==> config.mk <==
export PLATFORM = sky130hd
export DESIGN_NAME = victim_way_sel
export DESIGN_NICKNAME = d
export VERILOG_FILES = /design/src/rtl/vsel_pkg.sv /design/src/rtl/vsel_ctrl.sv /design/src/rtl/vsel_datapath.sv /design/src/rtl/victim_way_sel.sv
export SDC_FILE = /design/constraint.sdc
export NUM_CORES = 1
export LEC_CHECK = 0
export BUFFER_PORTS_ARGS = -buffer_cell sky130_fd_sc_hd__buf_2
export CORE_UTILIZATION = 25
export CTS_CLUSTER_DIAMETER = 80
export DETAILED_ROUTE_END_ITERATION = 6
export PLACE_DENSITY = 0.51
export SLEW_MARGIN = 15
export SYNTH_ARGS = -nofsm -noshare
export SYNTH_HDL_FRONTEND = slang
export SYNTH_SLANG_ARGS = --single-unit
==> constraint.sdc <==
create_clock -name clk -period 4.4 [get_ports clk]
set_clock_uncertainty 0.15 [all_clocks]
set_input_delay 0 -clock clk [delete_from_list [all_inputs] [get_ports clk]]
set_output_delay 0 -clock clk [all_outputs]
set_load 0.02 [all_outputs]
==> src/rtl/vsel_pkg.sv <==
package vsel_pkg;

  // strobes from control to datapath
  typedef struct packed {
    logic wrAccept;
    logic wrReject;
    logic selFire;
    logic selIdOk;
  } vselCtrl_t;

  typedef enum logic [1:0] {
    PICK_NONE    = 2'd0,
    PICK_INVALID = 2'd1,
    PICK_FRESH   = 2'd2,
    PICK_AGED    = 2'd3
  } pickKind_e;

endpackage

==> src/rtl/vsel_ctrl.sv <==
module vsel_ctrl
  import vsel_pkg::*;
#(
  parameter int unsigned NUM_WAYS  = 8,
  parameter int unsigned NUM_CORES = 4,
  parameter int unsigned REQ_W     = $clog2(NUM_CORES + 1)
) (
  input  logic                maskWrEn,
  input  logic [REQ_W-1:0]    maskWrId,
  input  logic [NUM_WAYS-1:0] maskWrData,
  input  logic                selReq,
  input  logic [REQ_W-1:0]    selReqId,
  output vselCtrl_t           ctrl
);

  localparam logic [REQ_W:0] NUM_REQ_V = (REQ_W + 1)'(NUM_CORES + 1);

  logic wrIdOk;
  logic wrAllBlocked;
  logic wrLegal;

  always_comb begin
    wrIdOk       = {1'b0, maskWrId} < NUM_REQ_V;
    wrAllBlocked = &maskWrData;
    wrLegal      = wrIdOk & ~wrAllBlocked;
    ctrl.wrAccept = maskWrEn & wrLegal;
    ctrl.wrReject = maskWrEn & ~wrLegal;
    ctrl.selFire  = selReq;
    ctrl.selIdOk  = {1'b0, selReqId} < NUM_REQ_V;
  end

endmodule

==> src/rtl/vsel_datapath.sv <==
module vsel_datapath
  import vsel_pkg::*;
#(
  parameter int unsigned NUM_WAYS  = 8,
  parameter int unsigned NUM_CORES = 4,
  parameter int unsigned REQ_W     = $clog2(NUM_CORES + 1),
  parameter int unsigned WAY_W     = (NUM_WAYS > 1) ? $clog2(NUM_WAYS) : 1
) (
  input  logic                clk,
  input  logic                rstN,
  input  vselCtrl_t           ctrl,
  input  logic [REQ_W-1:0]    maskWrId,
  input  logic [NUM_WAYS-1:0] maskWrData,
  input  logic [REQ_W-1:0]    selReqId,
  input  logic [NUM_WAYS-1:0] selValid,
  input  logic [NUM_WAYS-1:0] selLock,
  input  logic [NUM_WAYS-1:0] selUse,
  input  logic [NUM_WAYS-1:0] selDirty,
  output logic                resValid,
  output logic                resNoVictim,
  output logic [WAY_W-1:0]    resWay,
  output logic                resDirty,
  output logic                useClrEn,
  output logic [NUM_WAYS-1:0] useClrMask,
  output logic                maskWrReject
);

  localparam int unsigned NUM_REQ = NUM_CORES + 1;

  logic [NUM_WAYS-1:0] maskMem [NUM_REQ];

  // one block mask per requester; last entry is the shared agent mask
  for (genvar r = 0; r < NUM_REQ; r++) begin : g_mask
    always_ff @(posedge clk) begin
      if (!rstN) begin
        maskMem[r] <= '0;
      end else if (ctrl.wrAccept && (maskWrId == REQ_W'(r))) begin
        maskMem[r] <= maskWrData;
      end
    end
  end

  function automatic logic [WAY_W-1:0] lowestIdx(input logic [NUM_WAYS-1:0] vec);
    logic [WAY_W-1:0] idx;
    idx = '0;
    for (int i = NUM_WAYS - 1; i >= 0; i--) begin
      if (vec[i]) idx = WAY_W'(i);
    end
    return idx;
  endfunction

  logic [NUM_WAYS-1:0] reqMask;
  logic [NUM_WAYS-1:0] candSet;
  logic [NUM_WAYS-1:0] invSet;
  logic [NUM_WAYS-1:0] freshSet;
  pickKind_e           pickKind;
  logic [WAY_W-1:0]    pickWay;
  logic                pickDirty;

  always_comb begin
    reqMask = '1;
    if (ctrl.selIdOk) begin
      for (int r = 0; r < NUM_REQ; r++) begin
        if (selReqId == REQ_W'(r)) reqMask = maskMem[r];
      end
    end
    candSet  = ~reqMask & ~selLock;
    invSet   = candSet & ~selValid;
    freshSet = candSet & ~selUse;

    if (candSet == '0) begin
      pickKind = PICK_NONE;
      pickWay  = '0;
    end else if (invSet != '0) begin
      pickKind = PICK_INVALID;
      pickWay  = lowestIdx(invSet);
    end else if (freshSet != '0) begin
      pickKind = PICK_FRESH;
      pickWay  = lowestIdx(freshSet);
    end else begin
      pickKind = PICK_AGED;
      pickWay  = lowestIdx(candSet);
    end
    pickDirty = (pickKind != PICK_NONE) & selDirty[pickWay] & selValid[pickWay];
  end

  always_ff @(posedge clk) begin
    if (!rstN) begin
      resValid     <= 1'b0;
      resNoVictim  <= 1'b0;
      resWay       <= '0;
      resDirty     <= 1'b0;
      useClrEn     <= 1'b0;
      useClrMask   <= '0;
      maskWrReject <= 1'b0;
    end else begin
      maskWrReject <= ctrl.wrReject;
      resValid     <= ctrl.selFire;
      if (ctrl.selFire) begin
        resNoVictim <= (pickKind == PICK_NONE);
        resWay      <= pickWay;
        resDirty    <= pickDirty;
        useClrEn    <= (pickKind == PICK_AGED);
        useClrMask  <= (pickKind == PICK_AGED) ? candSet : '0;
      end else begin
        resNoVictim <= 1'b0;
        resWay      <= '0;
        resDirty    <= 1'b0;
        useClrEn    <= 1'b0;
        useClrMask  <= '0;
      end
    end
  end

endmodule

==> src/rtl/victim_way_sel.sv <==
module victim_way_sel
  import vsel_pkg::*;
#(
  parameter int unsigned NUM_WAYS  = 8,
  parameter int unsigned NUM_CORES = 4,
  parameter int unsigned REQ_W     = $clog2(NUM_CORES + 1),
  parameter int unsigned WAY_W     = (NUM_WAYS > 1) ? $clog2(NUM_WAYS) : 1
) (
  input  logic                clk,
  input  logic                rstN,
  input  logic                maskWrEn,
  input  logic [REQ_W-1:0]    maskWrId,
  input  logic [NUM_WAYS-1:0] maskWrData,
  output logic                maskWrReject,
  input  logic                selReq,
  input  logic [REQ_W-1:0]    selReqId,
  input  logic [NUM_WAYS-1:0] selValid,
  input  logic [NUM_WAYS-1:0] selLock,
  input  logic [NUM_WAYS-1:0] selUse,
  input  logic [NUM_WAYS-1:0] selDirty,
  output logic                resValid,
  output logic                resNoVictim,
  output logic [WAY_W-1:0]    resWay,
  output logic                resDirty,
  output logic                useClrEn,
  output logic [NUM_WAYS-1:0] useClrMask
);

  vselCtrl_t ctrl;

  vsel_ctrl #(
    .NUM_WAYS (NUM_WAYS),
    .NUM_CORES(NUM_CORES),
    .REQ_W    (REQ_W)
  ) ctrl_i (
    .maskWrEn  (maskWrEn),
    .maskWrId  (maskWrId),
    .maskWrData(maskWrData),
    .selReq    (selReq),
    .selReqId  (selReqId),
    .ctrl      (ctrl)
  );

  vsel_datapath #(
    .NUM_WAYS (NUM_WAYS),
    .NUM_CORES(NUM_CORES),
    .REQ_W    (REQ_W),
    .WAY_W    (WAY_W)
  ) dp_i (
    .clk         (clk),
    .rstN        (rstN),
    .ctrl        (ctrl),
    .maskWrId    (maskWrId),
    .maskWrData  (maskWrData),
    .selReqId    (selReqId),
    .selValid    (selValid),
    .selLock     (selLock),
    .selUse      (selUse),
    .selDirty    (selDirty),
    .resValid    (resValid),
    .resNoVictim (resNoVictim),
    .resWay      (resWay),
    .resDirty    (resDirty),
    .useClrEn    (useClrEn),
    .useClrMask  (useClrMask),
    .maskWrReject(maskWrReject)
  );

endmodule

==> flow_summary.yaml, run 1 <==
status:
  status: "complete, no violations"
routing:
  initialDrtViolationCount: 101
  ant_nets: 0
  num_vias: 2290
  viasPerCell: 4.57
  wl_per_cell_um: 15.8
  drcViolationCount: 0
  dr.pass1.iters: 4
  wl_mm: 7.93
placement:
  portBuffers: 65
  dpl.cell_count: 478
  gp_congestion: 0.904
  dp.final_hpwl_mm: 6.19
  dp_slack_ns: 1.47
clock_network:
  cts_resized: 0
  cts_tree: "yes"
  cts_buffers: 5
  cts_setup_buffers: 0
  clock_latency_ns: 0.30
  clockRootBuffer: "clkbuf_16"
  cts_buffer_depth: 2
  h-tree-depth: 2
  cts.sinks: 56
  ctsHoldBuffers: 15
  clkSlewWorstSetupHoldPaths_ns: 0.08
floorplanning:
  ioPinCount: 66
  die_h_um: 111
  design.core.area_um2: 11500
  die_area_um2: 12200
  die_w_um: 111
  start_util_pct: 25.7
  std_cell_rows: 39
yosys:
  yosysSeqAreaShare_pct: 51.5
  synth-async-reset-ratio_pct: 0
  netlist.top_cell.by_area: "edfxtp_1"
  netlist_top_cells_area: "edfxtp_1 41%, dfxtp_1 11%, and2_1 8.7%"
  synth.net_count: 327
  synth_top_area_share_pct: 40.7
  syn-cell-area_um2: 2950
  synth_edf_count: 40
  ys_warn_count: 0
  synthTopCellsByCount: "41 x and2_1, 40 x edfxtp_1, 25 x nor2_1"
  synth.most_common_cell: "and2_1"
  synth_seq_cells: 56
  synth_top_flop_cell: "edfxtp_1"
  synth_area_per_cell_um2: 10.7
  synth_cell_types: 52
  netlist_instances: 277
power_and_ir_drop:
  leakage_nw: 1.50
  ir_drop_mv: 0.163
  power_density_nw_per_um2: 335
  total_power_mw: 1.24
global_routing:
  grt_pass1_vias: 2385
  gr-usage-all-layers_pct: 13.2
  grt_max_degree: 21
  grt_pass1_wl_mm: 12.6
  antenna_found_initial: 0
  grt.overflow.total: 0
sta:
  rsz0062_at_grt: "no"
  finalSetupViolCount: 0
  final_max_slew_viol_count: 0
  period_share_pct: 63.2
  tightestPinTransition_ns: 0.823
  max_freq_mhz: 359
  finalCriticalPeriod_ns: 2.78
  setup_slack_ns: 1.62
  hold_viol_final: 0
  finalSetupTns_ns: 0
  slew_headroom_pct: 44.7
min_path:
  hold_path.class: "in2reg"
  hold_depth: 4
setup_path:
  r2r_cells: 9
  start_kind: "flop"
  worstSetupPathType: "reg2reg"
  crit_fanout: 5
  required_ns: 4.48
  critPathCaptureType: "flop"
  arrival_ns: 2.86
cells_and_area:
  finalNonFillerCells: 501
  final.fill_count: 1155
  area.sequential_um2: 1520
  areaGrowthSynthToFinish_pct: 25.4
  antenna_cells: 0
  drive_above_1_share_pct: 25.1
  nNetsFinal: 407
  multiInputGateArea_um2: 1320
job:
  cap_viol_max_count: 0
-- metal layers --
metal / track usage, % / part of all wire [%] / routed length, µm / vias to the layer above
li1: - / - / - / 1164
met1: 17.4 / 47 / 3720 / 1059
met2: 22.4 / 48 / 3820 / 62
met3: 2.57 / 4.2 / 334 / 5
met4: 3.20 / 0.69 / 55 / 0
met5: 0 / 0 / 0 / -
-- power breakdown --
part           switching (mW)  total, mW  internal (mW)  leakage (nW)
Sequential            0.00856      0.601          0.593         0.514
Combinational           0.117      0.207         0.0902         0.906
Clock                   0.210      0.430          0.220        0.0767
-- logic make-up after synthesis --
kind of cell | after synthesis | share of synthesized area, %
buf+inv | 18 | 3.73
flops | 56 | 51.5
mux | 17 | 6.74
simple gates | 139 | 26.3
compound gates | 47 | 11.7
-- final timing paths --
kind	startpoint	end	slack [ns]
setup / recovery	dp_i.maskMem[0][4]	dp_i.resDirty	1.62
hold / removal	selDirty[7]	dp_i.resDirty	0.03
setup reg to reg	dp_i.maskMem[0][4]	dp_i.resDirty	1.62
hold reg to reg	dp_i.maskMem[1][1]	dp_i.useClrMask[1]	0.58
-- worst max-delay path, cell delays in order (launching register included) --
cell and delay, ns:
edfxtp_1 0.40, mux2i_1 0.20, o22ai_2 0.14, or2_2 0.36
and4_1 0.21, o21ai_1 0.12, nand3_1 0.09, a21boi_1 0.31
mux4_1 0.60, o22ai_1 0.11
-- cell type report --
class	instances	share of cell area, %
multi-input cells	203	35.7
repair buffers	83	13.5
flip-flops and latches	56	41.1
well taps	143	4.83
clock inverters	3	0.777
inverters	8	0.811
clock buffers	5	3.38
-- sequential cells by signal (all words and copies together) (netlist names) --
name	flops
dp_i.resNoVictim	1
dp_i.useClrEn	1
dp_i.resValid	1
dp_i.maskWrReject	1
dp_i.resWay	3
dp_i.resDirty	1
dp_i.maskMem	40
dp_i.useClrMask	8
-- per-stage QoR --
step	area (µm²)	hold slack [ns]	util (%)
floorplan	2950	-0.0273	-
global placement	3400	0.106	29.6
detailed placement	3400	0.107	29.6
CTS	3700	0.0209	32.3
global route	3700	0.0613	32.3
finish	3700	0.0278	32.3
-- placed cells by master, fill, tap and decap left out, types with 3 or more instances in the layout --
master / instances
buf_2: 65
and2_1: 41
edfxtp_1: 40
nor2_1: 25
nand2_1: 22
dfxtp_1: 16
mux2i_1: 15
dlygate4sd3_1: 15
nor3_1: 11
o21ai_0: 8
inv_1: 8
nand2b_1: 6
or2_2: 5
o22ai_1: 5
clkbuf_16: 5
nand4_1: 4
a211oi_1: 4
or3_1: 4
a21oi_1: 4
nand3_1: 4
nor4_1: 4
buf_4: 3
No activity file was read; power rests on OpenSTA's default activity.
==> inputs of run 2 (changes only) <==
Settings changed: ABC_AREA set to 1, PLACE_DENSITY 0.51 to 0.52.
Clock period 4.4 ns to 2.25 ns, I/O delays scaled along.
==> run 2 against run 1 <==
Synthesized cell count grew 31%; sequential share of layout area decreased by 2.9 points; core utilization rose by 0.87 points; hold slack got worse by 0.026 ns; via count grew 15%; sequential power grew 98%; largest cell class unchanged; highest routed layer unchanged.
==> flow_summary.yaml, run 2 <==
status:
  status: "complete, no violations"
cells_and_area:
  layout_commonest_cell: "nand2_1"
  stdcell_area_um2: 3980
  areaGrowthSynthToFinish_pct: 29.4
  antenna_cells: 0
  nNetsFinal: 504
  largest_register_ffs: 40
  finalNonFillerCells: 602
  final_cell_mix: "83 x nand2_1, 65 x buf_2, 60 x nor2_1"
  reg_top3: "dp_i.maskMem: 40 flops, dp_i.useClrMask: 8 flops, dp_i.resWay: 3 flops"
  drive_above_1_share_pct: 35.2
  regMostFlops: "dp_i.maskMem"
setup_path:
  crit_fanout: 6
  cpMaxStageDelayCell: "edfxtp_1"
  start_kind: "flop"
  cp_common_cell: "nand2_1"
  arrival_ns: 2.11
  critPathCaptureType: "flop"
  required_ns: 2.29
  max_stage_delay_ns: 0.41
  worstSetupPathType: "reg2reg"
  worstPathCellList: "nand2_1 -> nand3_1 -> nand3_2 -> nand2_4 -> nor2_2 -> nand2_1 -> nand2_1 -> nand2_1 -> nand2_1 -> nand2_1 -> nand2_1 -> nand2_1 -> nand2_2 -> nand2_4 -> nand2_1 -> nand3_1 -> nand3_1 -> nand2_1"
floorplanning:
  die_w_um: 113
  design.core.area_um2: 12000
  die_area_um2: 12800
  std_cell_rows: 40
  die_h_um: 113
  ioPinCount: 66
  start_util_pct: 25.6
global_routing:
  grt.overflow.total: 0
  grt_pass1_vias: 2689
  antenna_found_initial: 0
  grt_pass1_wl_mm: 13.1
  grt_max_degree: 20
  gr-usage-all-layers_pct: 13.4
placement:
  dp_slack_ns: 0.0318
  dpl.cell_count: 574
  postPlaceCellArea_um2: 3580
  gp_congestion: 0.904
  portBuffers: 65
  dp.final_hpwl_mm: 6.60
routing:
  wl_met1_mm: 3.53
  wl_met3_um: 266
  dr.pass1.iters: 5
  drcViolationCount: 0
  num_vias: 2631
  initialDrtViolationCount: 101
  viasPerCell: 4.37
  wl_met2_mm: 4.11
  wl_per_cell_um: 13.6
  routed.top_layer: "met4"
  wl_mm: 8.21
  ant_nets: 0
sta:
  finalCriticalPeriod_ns: 2.07
  final_max_slew_viol_count: 0
  tightestPinTransition_ns: 0.459
  finalSetupTns_ns: 0
  slew_headroom_pct: 69.1
  period_share_pct: 91.9
  finalSetupViolCount: 0
  max_freq_mhz: 484
  setup_slack_ns: 0.182
  hold_viol_final: 0
power_and_ir_drop:
  p_sw_share_pct: 28.9
  leakage_nw: 1.85
  clockPowerShare_pct: 32.6
  internal_power_mw: 1.77
  power_frac_comb_pct: 19.9
  power_density_nw_per_um2: 626
  p_sw_mw: 0.721
  ir_drop_mv: 0.310
  pwr-share-seq_pct: 47.5
yosys:
  synth.most_common_cell: "nand2_1"
  synth_edf_count: 40
  synth_top_area_share_pct: 39.0
  ys_warn_count: 0
  netlist_instances: 363
  synth_cell_types: 34
  synth-async-reset-ratio_pct: 0
  netlist_top_cells_area: "edfxtp_1 39%, nand2_1 11%, dfxtp_1 10%"
  yosysSeqAreaShare_pct: 49.4
  synth_top_flop_cell: "edfxtp_1"
  synth_seq_cells: 56
  netlist.top_cell.by_area: "edfxtp_1"
  syn-cell-area_um2: 3080
  synthTopCellsByCount: "87 x nand2_1, 61 x nor2_1, 40 x edfxtp_1"
  synth.net_count: 413
  synth_area_per_cell_um2: 8.48
clock_network:
  clock_latency_ns: 0.30
  cts_tree: "yes"
  cts.sinks: 56
  clkSlewWorstSetupHoldPaths_ns: 0.08
  h-tree-depth: 2
  cts_buffer_depth: 2
  clockRootBuffer: "clkbuf_16"
  cts_buffers: 5
min_path:
  hold_path.class: "in2reg"
job:
  cap_viol_max_count: 0
[run 2: through the flow]
step	utilization, %	total power, mW	hold slack (ns)
6_report	33.2	2.49	0.00178
5_1_grt	33.2	2.61	0.0395
4_1_cts	32.4	2.49	0.00376
3_5_place_dp	29.8	1.66	0.0949
3_3_place_gp	29.8	1.66	0.0872
2_1_floorplan	-	1.52	-0.0170
[run 2: layer usage]
layer,track usage [%],vias to the layer above
met2,24.8,69
met1,15.1,1197
li1,-,1344
met4,6.14,0
met5,0,-
met3,2.25,21
[run 2: kinds of logic (layout without fill, tap and decap cells)]
| group | count (synthesis) | count (layout) | share of synthesized area [%] |
|---|---|---|---|
| AND/OR/NAND/NOR | 241 | 241 | 39.6 |
| AO/OA/AOI/OAI | 16 | 16 | 3.54 |
| buffers and inverters | 50 | 142 | 7.44 |
| flip-flops | 56 | 56 | 49.4 |
[run 2: final cells by class]
cell class	count	area (µm²)
inverters	42	165
well taps	147	184
flip-flops and latches	56	1520
clock inverters	3	25.0
clock buffers	5	125
fillers	1252	8030
multi-input cells	257	1390
repair buffers	92	568
[run 2: path summary, 6_finish.rpt]
kind | start | depth (start not counted) | end | slack (ns)
max reg2reg | dp_i.maskMem[2][7] | 18 | dp_i.resDirty | 0.18
min reg2reg | dp_i.maskMem[4][4] | 5 | dp_i.useClrMask[4] | 0.53
max | dp_i.maskMem[2][7] | 18 | dp_i.resDirty | 0.18
min | selDirty[2] | 7 | dp_i.resDirty | 0.002
[run 2: timing repair]
item / CTS / global route
gates resized for setup: 0 / 17
hold buffers: 16 / 0
buffers inserted: 0 / 4
hold endpoints to repair: 25 / 0
endpoints found under the setup margin: 0 / 9
[run 2: critical path, delay by kind of cell, from the launching register on]
kind             cells  cell delay (ns)
and+or+nand+nor     18             1.40
DFF                  1             0.41
[run 2: power groups by stage]
stage | registers (mW) | clock network, mW | logic (mW)
after detailed placement | 1.21 | 0 | 0.454
after global routing | 1.19 | 0.867 | 0.554
after floorplan | 1.21 | 0 | 0.306
after CTS | 1.19 | 0.831 | 0.477
final | 1.19 | 0.813 | 0.496
after global placement | 1.21 | 0 | 0.451
